## config.mk

```make
export PLATFORM = sky130hd
export DESIGN_NAME = uart_image_loader
export DESIGN_NICKNAME = d
export VERILOG_FILES = /design/src/rtl/img_loader_pkg.sv /design/src/rtl/img_crc32.sv /design/src/rtl/img_phase_timer.sv /design/src/rtl/img_hdr_collect.sv /design/src/rtl/uart_image_loader.sv
export SDC_FILE = /design/constraint.sdc
export NUM_CORES = 1
export LEC_CHECK = 0
export ABC_AREA = 1
export BUFFER_PORTS_ARGS = -buffer_cell sky130_fd_sc_hd__buf_2
export CAP_MARGIN = 20
export CORE_MARGIN = 3
export CORE_UTILIZATION = 53
export CTS_CLUSTER_DIAMETER = 80
export DETAILED_ROUTE_END_ITERATION = 7
export PLACE_DENSITY = 0.84
export SLEW_MARGIN = 0
export SYNTH_ARGS = -nofsm -noshare
export SYNTH_HDL_FRONTEND = slang
export SYNTH_SLANG_ARGS = --single-unit
```

## constraint.sdc

```tcl
create_clock -name clk -period 2.4 [get_ports clk]
set_clock_uncertainty 0.2 [all_clocks]
set_input_delay 0 -clock clk [delete_from_list [all_inputs] [get_ports clk]]
set_output_delay 0 -clock clk [all_outputs]
set_load 0.02 [all_outputs]
```

## src/rtl/img_loader_pkg.sv

```systemverilog
package img_loader_pkg;

  typedef enum logic [2:0] {
    ST_IDLE,
    ST_SEND,
    ST_HDR,
    ST_PAY,
    ST_CHECK,
    ST_DONE
  } ld_state_e;

  localparam int          MAGIC_BYTES = 4;
  localparam logic [31:0] CRC_POLY_R  = 32'hEDB88320;
  localparam logic [31:0] CRC_SEED    = 32'hFFFF_FFFF;
  localparam logic [31:0] CRC_XOROUT  = 32'hFFFF_FFFF;

  // Greeting byte sequence; the order is part of the link protocol.
  function automatic logic [7:0] magic_at(input logic [1:0] i);
    logic [7:0] b;
    case (i)
      2'd0:    b = 8'h46;
      2'd1:    b = 8'h47;
      2'd2:    b = 8'h50;
      default: b = 8'h41;
    endcase
    return b;
  endfunction

  // One byte of reflected CRC-32, unrolled over eight bit steps.
  function automatic logic [31:0] crc_step(input logic [31:0] c, input logic [7:0] d);
    logic [31:0] r;
    r = c ^ {24'd0, d};
    for (int k = 0; k < 8; k++) begin
      r = r[0] ? ((r >> 1) ^ CRC_POLY_R) : (r >> 1);
    end
    return r;
  endfunction

endpackage

```

## src/rtl/img_crc32.sv

```systemverilog
module img_crc32
  import img_loader_pkg::*;
(
  input  logic        clk,
  input  logic        rst,
  input  logic        clear,
  input  logic        en,
  input  logic [7:0]  data,
  output logic [31:0] result
);

  logic [31:0] acc;

  always_ff @(posedge clk) begin
    if (rst || clear) begin
      acc <= CRC_SEED;
    end else if (en) begin
      acc <= crc_step(acc, data);
    end
  end

  assign result = acc ^ CRC_XOROUT;

endmodule

```

## src/rtl/img_phase_timer.sv

```systemverilog
module img_phase_timer #(
  parameter int CW = 16
) (
  input  logic          clk,
  input  logic          rst,
  input  logic          load,
  input  logic [CW-1:0] limit,
  input  logic          run,
  output logic          expired
);

  logic [CW-1:0] cnt;

  always_ff @(posedge clk) begin
    if (rst) begin
      cnt <= '0;
    end else if (load) begin
      cnt <= limit - CW'(1);
    end else if (run && (cnt != '0)) begin
      cnt <= cnt - CW'(1);
    end
  end

  // Expiry is reported in the last cycle of the window.
  assign expired = run && !load && (cnt == '0);

endmodule

```

## src/rtl/img_hdr_collect.sv

```systemverilog
module img_hdr_collect
  import img_loader_pkg::*;
#(
  parameter int FIELD_W = 32
) (
  input  logic               clk,
  input  logic               rst,
  input  logic               clear,
  input  logic               en,
  input  logic [7:0]         data,
  output logic               magic_bad,
  output logic               complete,
  output logic [FIELD_W-1:0] field_len,
  output logic [FIELD_W-1:0] field_crc
);

  localparam int FB     = FIELD_W / 8;
  localparam int NBYTES = MAGIC_BYTES + 2 * FB;
  localparam int IW     = $clog2(NBYTES + 1);

  logic [IW-1:0] idx;
  logic          in_magic;
  logic          in_len;
  logic          in_crc;

  assign in_magic  = int'(idx) < MAGIC_BYTES;
  assign in_len    = !in_magic && (int'(idx) < MAGIC_BYTES + FB);
  assign in_crc    = !in_magic && !in_len;
  assign magic_bad = en && in_magic && (data != magic_at(idx[1:0]));
  assign complete  = en && (int'(idx) == NBYTES - 1);

  always_ff @(posedge clk) begin
    if (rst || clear) begin
      idx       <= '0;
      field_len <= '0;
      field_crc <= '0;
    end else if (en && !magic_bad) begin
      idx <= idx + IW'(1);
      // Least-significant byte first: shift new bytes in from the top.
      if (in_len) field_len <= {data, field_len[FIELD_W-1:8]};
      if (in_crc) field_crc <= {data, field_crc[FIELD_W-1:8]};
    end
  end

endmodule

```

## src/rtl/uart_image_loader.sv

```systemverilog
module uart_image_loader
  import img_loader_pkg::*;
#(
  parameter int CLK_HZ = 125_000_000,
  parameter int HDR_MS = 1000,
  parameter int PAY_MS = 3000
) (
  input  logic        clk,
  input  logic        rst,
  input  logic        start,
  output logic [7:0]  tx_data,
  output logic        tx_valid,
  input  logic        tx_ready,
  input  logic [7:0]  rx_data,
  input  logic        rx_valid,
  output logic        rx_ready,
  output logic [7:0]  pay_data,
  output logic        pay_valid,
  input  logic        pay_ready,
  output logic        done,
  output logic        crc_ok,
  output logic        crc_bad,
  output logic        load_timeout,
  output logic        sync_retry,
  output logic [31:0] pay_len,
  output logic [31:0] exp_crc,
  output logic [31:0] calc_crc
);

  localparam int TICKS_MS = CLK_HZ / 1000;
  localparam int HDR_CYC  = TICKS_MS * HDR_MS;
  localparam int PAY_CYC  = TICKS_MS * PAY_MS;
  localparam int MAX_CYC  = (HDR_CYC > PAY_CYC) ? HDR_CYC : PAY_CYC;
  localparam int TW       = $clog2(MAX_CYC + 1);

  ld_state_e   state;
  logic [1:0]  tx_idx;
  logic [31:0] remain;

  logic          rx_fire, tx_fire, send_done;
  logic          hdr_en, hdr_bad, hdr_done, hdr_abort;
  logic          pay_acc, pay_last;
  logic          tmr_load, tmr_run, tmr_exp;
  logic [TW-1:0] tmr_limit;
  logic [31:0]   crc_res;

  always_comb begin
    rx_ready = (state == ST_PAY) ? pay_ready : 1'b1;
  end

  assign pay_valid = (state == ST_PAY) && rx_valid;
  assign pay_data  = rx_data;

  assign rx_fire   = rx_valid && rx_ready;
  assign tx_fire   = tx_valid && tx_ready;
  assign send_done = (state == ST_SEND) && tx_fire && (tx_idx == 2'd3);
  assign hdr_en    = (state == ST_HDR) && rx_valid;
  assign hdr_abort = (state == ST_HDR) && (hdr_bad || (tmr_exp && !hdr_done));
  assign pay_acc   = (state == ST_PAY) && rx_fire;
  assign pay_last  = pay_acc && (remain == 32'd1);

  assign tmr_load  = send_done || ((state == ST_HDR) && hdr_done);
  assign tmr_limit = send_done ? TW'(HDR_CYC) : TW'(PAY_CYC);
  assign tmr_run   = (state == ST_HDR) || (state == ST_PAY);

  img_hdr_collect #(.FIELD_W(32)) u_hdr (
    .clk       (clk),
    .rst       (rst),
    .clear     (send_done),
    .en        (hdr_en),
    .data      (rx_data),
    .magic_bad (hdr_bad),
    .complete  (hdr_done),
    .field_len (pay_len),
    .field_crc (exp_crc)
  );

  img_phase_timer #(.CW(TW)) u_tmr (
    .clk     (clk),
    .rst     (rst),
    .load    (tmr_load),
    .limit   (tmr_limit),
    .run     (tmr_run),
    .expired (tmr_exp)
  );

  img_crc32 u_crc (
    .clk    (clk),
    .rst    (rst),
    .clear  (hdr_done),
    .en     (pay_acc),
    .data   (rx_data),
    .result (crc_res)
  );

  always_ff @(posedge clk) begin
    if (rst) begin
      state        <= ST_IDLE;
      tx_valid     <= 1'b0;
      tx_data      <= '0;
      tx_idx       <= '0;
      remain       <= '0;
      done         <= 1'b0;
      crc_ok       <= 1'b0;
      crc_bad      <= 1'b0;
      load_timeout <= 1'b0;
      sync_retry   <= 1'b0;
      calc_crc     <= '0;
    end else begin
      sync_retry <= 1'b0;
      unique case (state)
        ST_IDLE, ST_DONE: begin
          if (start) begin
            state        <= ST_SEND;
            tx_valid     <= 1'b1;
            tx_data      <= magic_at(2'd0);
            tx_idx       <= '0;
            done         <= 1'b0;
            crc_ok       <= 1'b0;
            crc_bad      <= 1'b0;
            load_timeout <= 1'b0;
            calc_crc     <= '0;
          end
        end
        ST_SEND: begin
          if (tx_fire) begin
            if (tx_idx == 2'd3) begin
              tx_valid <= 1'b0;
              state    <= ST_HDR;
            end else begin
              tx_idx  <= tx_idx + 2'd1;
              tx_data <= magic_at(tx_idx + 2'd1);
            end
          end
        end
        ST_HDR: begin
          if (hdr_abort) begin
            sync_retry <= 1'b1;
            state      <= ST_SEND;
            tx_valid   <= 1'b1;
            tx_data    <= magic_at(2'd0);
            tx_idx     <= '0;
          end else if (hdr_done) begin
            remain <= pay_len;
            state  <= (pay_len == 32'd0) ? ST_CHECK : ST_PAY;
          end
        end
        ST_PAY: begin
          if (pay_acc) remain <= remain - 32'd1;
          if (pay_last) begin
            state <= ST_CHECK;
          end else if (tmr_exp) begin
            state        <= ST_DONE;
            load_timeout <= 1'b1;
            done         <= 1'b1;
            calc_crc     <= crc_res;
          end
        end
        ST_CHECK: begin
          calc_crc <= crc_res;
          crc_ok   <= (crc_res == exp_crc);
          crc_bad  <= (crc_res != exp_crc);
          done     <= 1'b1;
          state    <= ST_DONE;
        end
        default: state <= ST_IDLE;
      endcase
    end
  end

endmodule

```

==> flow_metrics.env, run 1 <==
export IMPL_worstPathArrival_ns=2.50
export IMPL_maxCapViolCount=0
export IMPL_worst_hold_path_type="primary input to register"
export IMPL_synth_top_area_share_pct=36.8
export IMPL_regArea_um2=4150
export IMPL_die_h_um=152
export IMPL_fillers=1819
export IMPL_report_final_slew_viol_count=0
export IMPL_fp_coreArea_um2=20600
export IMPL_dr_pass1_iters=5
export IMPL_post_synth_cell_area_avg_um2=6.81
export IMPL_fp_dieArea_um2=23000
export IMPL_startpoint_type="register"
export IMPL_layout_common_cells="nand2_1, inv_1, dfxtp_1"
export IMPL_worstHoldEndpoint="remain[2]"
export IMPL_rows=52
export IMPL_area_growth_pct=20.6
export IMPL_pin_count=134
export IMPL_grt_use_total_pct=29.8
export IMPL_fin_total_pwr_w=0.0149
export IMPL_vias_per_cell=5.62
export IMPL_end_kind="register"
export IMPL_grt_pass1_vias=10900
export IMPL_pre_cts_slack_ns=-0.0278
export IMPL_synth_seq_cells=207
export IMPL_netlist_instances=1651
export IMPL_status="completed"
export IMPL_worst_pin_slew_ns=0.712
export IMPL_yosys_warnings=0
export IMPL_post_dp_cell_area_um2=12400
export IMPL_initial_core_util_pct=54.7
export IMPL_cp_num_buf_inv=3
export IMPL_routed_wl_um=35200
export IMPL_nets=1823
export IMPL_path_cells="buf_4, inv_1, ha_1, nor2_2, xor2_1, nand3_1, nand2_1, nand3_1, nand2_1, inv_1, nand2_4, nand2_1, nand2_1, nor2_1"
export IMPL_min_from="pay_ready"
export IMPL_root_buffer="clkbuf_16"
export IMPL_portBuffers=130
export IMPL_leakagePower_nw=6.48
export IMPL_synth_area_leaders="dfxtp_1, nand2_1, inv_1"
export IMPL_tritoncts="yes"
export IMPL_grt_max_degree=62
export IMPL_first_iter_violations=1083
export IMPL_crit_family="simple AND/OR/NAND/NOR gates"
export IMPL_r2r_end="tx_data[2]"
export IMPL_min_delay_path_depth=6
export IMPL_cp_max_fo=6
export IMPL_setup_viol=0
export IMPL_regToRegSetupSlack_ns=0.11
export IMPL_ir_drop_mv=0.929
export IMPL_numCtsBuffers=25
export IMPL_cpMostUsedCell="nand2_1"
export IMPL_final_common_cell="nand2_1"
export IMPL_yosysTopAreaCell="dfxtp_1"
export IMPL_cts_sinks=207
export IMPL_drcViolationCount=0
export IMPL_ant_nets=0
export IMPL_reg2reg_depth=14
export IMPL_worstPathRequired_ns=2.61
export IMPL_synthDistinctLibCells=47
export IMPL_synth_edf_count=0
export IMPL_globalplace_congestion=1.01
export IMPL_cts_clk_slew_worst_paths_ns=0.06
export IMPL_critPathMaxStageDelay_ns=0.36
export IMPL_crit_type="register to register"
export IMPL_r2r_start="u_hdr.idx[1]"
export IMPL_synthFlopType="dfxtp_1"
export IMPL_slew_limit_headroom_pct=52.6
export IMPL_finish_instance_area_um2=13600
export IMPL_layout_min_cycle_time_ns=2.29
export IMPL_cts_buffer_depth=3
export IMPL_wl_per_cell_um=16.8
export IMPL_multi_input_area_um2=6000
export IMPL_die_w_um=152
export IMPL_final_hold_viol_count=0
export IMPL_grt_overflow=0
export IMPL_cpMaxStageDelayCell="dfxtp_2"
export IMPL_dp_hpwl_um=25100
export IMPL_seq_area_frac_synth_pct=36.8
export IMPL_layout_setup_ws_ns=0.111
export IMPL_drive_above_1_share_pct=16.9
export IMPL_fin_setup_tns_ns=0
export IMPL_clock_latency_ns=0.52
export IMPL_grt_pass1_wl_um=55200
export IMPL_rsz0062_at_grt="yes"
export IMPL_final_util_pct=66.0
export IMPL_syn_area_um2=11200
export IMPL_synthArstFlopShare_pct=0
export IMPL_clock_fmax_mhz=437
export IMPL_finalCritPeriodShare_pct=95.4
export IMPL_num_antenna_cells=0
export IMPL_via_count=11700
export IMPL_grt_antenna_before_repair=0
export IMPL_pwr_density_cell_nw_per_um2=1100
export IMPL_cts_max_level=1
## worst min-delay path, delay by kind of cell
| kind | cells | cell delay (ns) |
|---|---|---|
| simple gates | 2 | 0.30 |
| buf+inv | 3 | 0.33 |
| compound gates | 1 | 0.14 |
## flip-flops by register name, summed over array words and instances (netlist names), 3 cells and up
| name | flops |
|---|---|
| u_hdr.field_len | 32 |
| tx_data | 4 |
| u_hdr.idx | 4 |
| u_crc.acc | 32 |
| calc_crc | 32 |
| u_tmr.cnt | 29 |
| remain | 32 |
| state | 3 |
| u_hdr.field_crc | 32 |
## metal layers
layer  vias to the layer above  global-route usage (%)  routed length, um
met5                         -                       0                  0
met1                      5403                    37.9              14100
met3                       121                    3.66               2550
li1                       5656                       -                  -
met4                         0                    14.0               1810
met2                       567                    50.4              16700
## stage by stage
stage	cells	hold slack (ns)
global placement	2026	0.0912
floorplan	1653	-0.0874
global route	2089	0.132
CTS	2084	0.0726
detailed placement	2026	0.0909
finish	2089	0.0970
## cell usage after synthesis, types with 2 or more instances
library cell    n
nor2_1        196
and2_1          2
nand4_1        24
buf_6           3
o221ai_1        4
dfxtp_1       207
inv_1         214
a211oi_1       50
or2_2           4
nor2_8          2
ha_1            9
nand3_1        91
buf_2          13
a21oi_1       151
nor3_1         19
nor4_1          9
xnor2_1        18
inv_2           5
nand3b_1        4
xor2_1         67
o21ai_0        90
and3_1          2
a31oi_1        10
o211ai_1       26
nand2_1       328
buf_1           5
nand3_2         3
nor3_2          3
nand2_2         6
nor3b_1         2
nor2_2          3
clkbuf_1       50
buf_4          17
## cell families after synthesis
group	after synthesis	share of synthesized area, %
flops	207	36.8
simple gates	704	27.0
buf+inv	307	11.2
xor+xnor	87	7.01
compound gates	336	17.0
fa+ha+maj	9	1.00
other cells	1	0.0333
## where the power goes
group	switching, W	leakage [nW]	internal [W]
Clock	0.00150	0.410	0.00235
Sequential	0.000222	1.67	0.00375
Combinational	0.00446	4.39	0.00265
## final cells by class
cell class,instances,area share (%)
multi-input combinational,1139,44.3
clock buffer,38,5.49
timing repair buffer,208,10.3
clock inverter,8,0.729
sequential,207,30.6
tap,270,2.49
inverter,219,6.10
## worst max-delay path by stage
stage / from / endpoint / slack [ns] / depth (start not counted)
floorplan: u_hdr.idx[0] / u_tmr.cnt[20] / 0.11 / 16
global placement: u_hdr.idx[0] / tx_data[2] / 0.02 / 13
detailed placement: u_hdr.idx[1] / tx_data[2] / -0.03 / 13
CTS: state[2] / u_tmr.cnt[24] / 0.03 / 15
global route: state[2] / u_tmr.cnt[28] / -0.05 / 17
finish: u_hdr.idx[1] / tx_data[2] / 0.11 / 14
## repair_timing
item	4_1_cts	5_1_grt
pin swaps	0	21
hold buffers	12	0
buffers inserted	0	4
cloned	0	1
gates resized for setup	3	49
endpoints found under the setup margin	3	66
hold endpoints to repair	36	0
Power figures use the tool's default switching activity.
==> inputs of run 2 (changes only) <==
Settings changed: MAX_ROUTING_LAYER set to met4.
==> run 2 against run 1 <==
Against the previous run: non-clock buffer count rose by 14; core utilization rose by 0.24 points; critical path depth rose by 2; first-iteration DRC count rose by 6.7%; clock power fell by 5.2%; routed wire length rose by 2.5%; via count rose by 1.3%; global-route usage rose by 1.1 points; setup slack got worse by 0.071 ns; die area did not move; critical path type unchanged; cell count rose by 0.43%; combinational power rose by 4.2%.
==> flow_metrics.env, run 2 (same netlist as run 1, synthesis figures left out) <==
export IMPL_via_count=11900
export IMPL_first_iter_violations=1156
export IMPL_fp_dieArea_um2=23000
export IMPL_pin_count=134
export IMPL_grt_max_degree=50
export IMPL_final_hold_viol_count=0
export IMPL_clock_fmax_mhz=424
export IMPL_startpoint_type="register"
export IMPL_root_buffer="clkbuf_16"
export IMPL_ant_nets=0
export IMPL_wl_per_cell_um=17.2
export IMPL_fp_coreArea_um2=20600
export IMPL_initial_core_util_pct=54.7
export IMPL_cts_sinks=207
export IMPL_numCtsBuffers=23
export IMPL_final_common_cell="nand2_1"
export IMPL_cp_max_fo=5
export IMPL_dp_hpwl_um=25300
export IMPL_clock_power_share_pct=24.3
export IMPL_rsz0062_at_grt="yes"
export IMPL_globalplace_congestion=1.01
export IMPL_p_int_w=0.00866
export IMPL_die_w_um=152
export IMPL_crit_type="register to register"
export IMPL_worstPathRequired_ns=2.65
export IMPL_switching_share_pct=42.2
export IMPL_p_sw_w=0.00633
export IMPL_maxCapViolCount=0
export IMPL_worst_pin_slew_ns=0.591
export IMPL_rows=52
export IMPL_finalCritPeriodShare_pct=98.3
export IMPL_cts_max_level=1
export IMPL_area_growth_pct=21.0
export IMPL_routed_wl_um=36100
export IMPL_slew_limit_headroom_pct=60.2
export IMPL_num_antenna_cells=0
export IMPL_cts_clk_slew_worst_paths_ns=0.06
export IMPL_comb_power_share_pct=49.4
export IMPL_finish_instance_area_um2=13600
export IMPL_pwr_share_seq_pct=26.4
export IMPL_end_kind="register"
export IMPL_leakagePower_nw=6.52
export IMPL_grt_pass1_vias=11100
export IMPL_dr_pass1_iters=8
export IMPL_tritoncts="yes"
export IMPL_grt_overflow=0
export IMPL_layout_min_cycle_time_ns=2.36
export IMPL_setup_viol=0
export IMPL_worst_hold_path_type="primary input to register"
export IMPL_nets=1835
export IMPL_post_dp_cell_area_um2=12400
export IMPL_worstPathArrival_ns=2.61
export IMPL_pwr_density_cell_nw_per_um2=1100
export IMPL_fillers=1834
export IMPL_vias_per_cell=5.67
export IMPL_die_h_um=152
export IMPL_report_final_slew_viol_count=0
export IMPL_cts_buffer_depth=3
export IMPL_grt_use_total_pct=30.8
export IMPL_drive_above_1_share_pct=17.6
export IMPL_grt_pass1_wl_um=55800
export IMPL_clock_latency_ns=0.52
export IMPL_status="completed"
export IMPL_ir_drop_mv=0.971
export IMPL_final_util_pct=66.2
export IMPL_portBuffers=130
export IMPL_layout_common_cells="nand2_1, inv_1, dfxtp_1"
export IMPL_grt_antenna_before_repair=0
export IMPL_drcViolationCount=0
[run 2: cell types whose count changed in the layout (fill, tap and decap cells not counted), moves of 2 or more]
cell	previous run	this run
buf_4	56	68
clkbuf_1	6	1
nor2_1	184	180
nor2_2	12	16
nor3_2	5	1
clkinv_2	3	6
nor3_1	15	18
clkbuf_8	7	5
dfxtp_1	201	203
inv_2	5	7
[run 2: routing by layer]
metal  wire [um]  global-route usage [%]
met3        2730                    3.12
met4        2040                    15.7
met1       14400                    38.3
met2       16900                    50.2
met5           0                       -
[run 2: final cells by class]
class / count / area (um2) / area share [%]
Clock inverter: 12 / 124 / 0.910
Multi-Input combinational cell: 1139 / 6010 / 44.2
Timing Repair Buffer: 222 / 1520 / 11.1
Clock buffer: 29 / 648 / 4.76
Sequential cell: 207 / 4150 / 30.5
Tap cell: 270 / 338 / 2.48
Inverter: 219 / 825 / 6.06
[run 2: repair_timing]
action / CTS / global route
hold buffers: 13 / 0
endpoints found under the setup margin: 7 / 69
gates resized for setup: 1 / 53
setup buffers: 0 / 8
pin swaps: 0 / 15
gates cloned: 0 / 2
endpoints found under the hold margin: 183 / 0
[run 2: final timing paths]
check,startpoint,endpoint,slack (ns),depth (start not counted)
worst min-delay path,pay_ready,remain[2],0.11,6
worst max-delay path,state[2],u_tmr.cnt[26],0.04,16
worst min register to register,tx_data[6],tx_data[6],0.26,2
worst max register to register,state[2],u_tmr.cnt[26],0.04,16
[run 2: power by group through the flow]
stage | clock network [W] | logic (W) | registers, W
2_1_floorplan | 0 | 0.00474 | 0.00399
3_3_place_gp | 0 | 0.00645 | 0.00400
3_5_place_dp | 0 | 0.00652 | 0.00401
4_1_cts | 0.00365 | 0.00658 | 0.00394
5_1_grt | 0.00378 | 0.00832 | 0.00398
6_report | 0.00364 | 0.00741 | 0.00395
[run 2: critical path, stage by stage, from the launching register on]
cell	delay, ns
dfxtp_1	0.32
inv_2	0.08
nand3_1	0.13
nor2_2	0.18
nand2_2	0.13
nand2_4	0.12
nor2_1	0.04
inv_1	0.07
ha_2	0.19
nand2_2	0.07
nor2_4	0.16
nand2_1	0.14
nor3_4	0.19
nand2_1	0.07
nand2_1	0.06
inv_1	0.04
nor2_1	0.08
[run 2: stage by stage]
step                setup WS [ns]  instances  setup TNS, ns  power [W]  hold slack, ns
global placement            0.103       2034              0     0.0105          0.0924
CTS                       0.00581       2088              0     0.0142          0.0935
detailed placement         0.0709       2034              0     0.0105          0.0931
finish                     0.0402       2098              0     0.0150           0.111
global route              -0.0979       2098          -1.13     0.0161           0.170
floorplan                   0.110       1653              0    0.00874         -0.0874
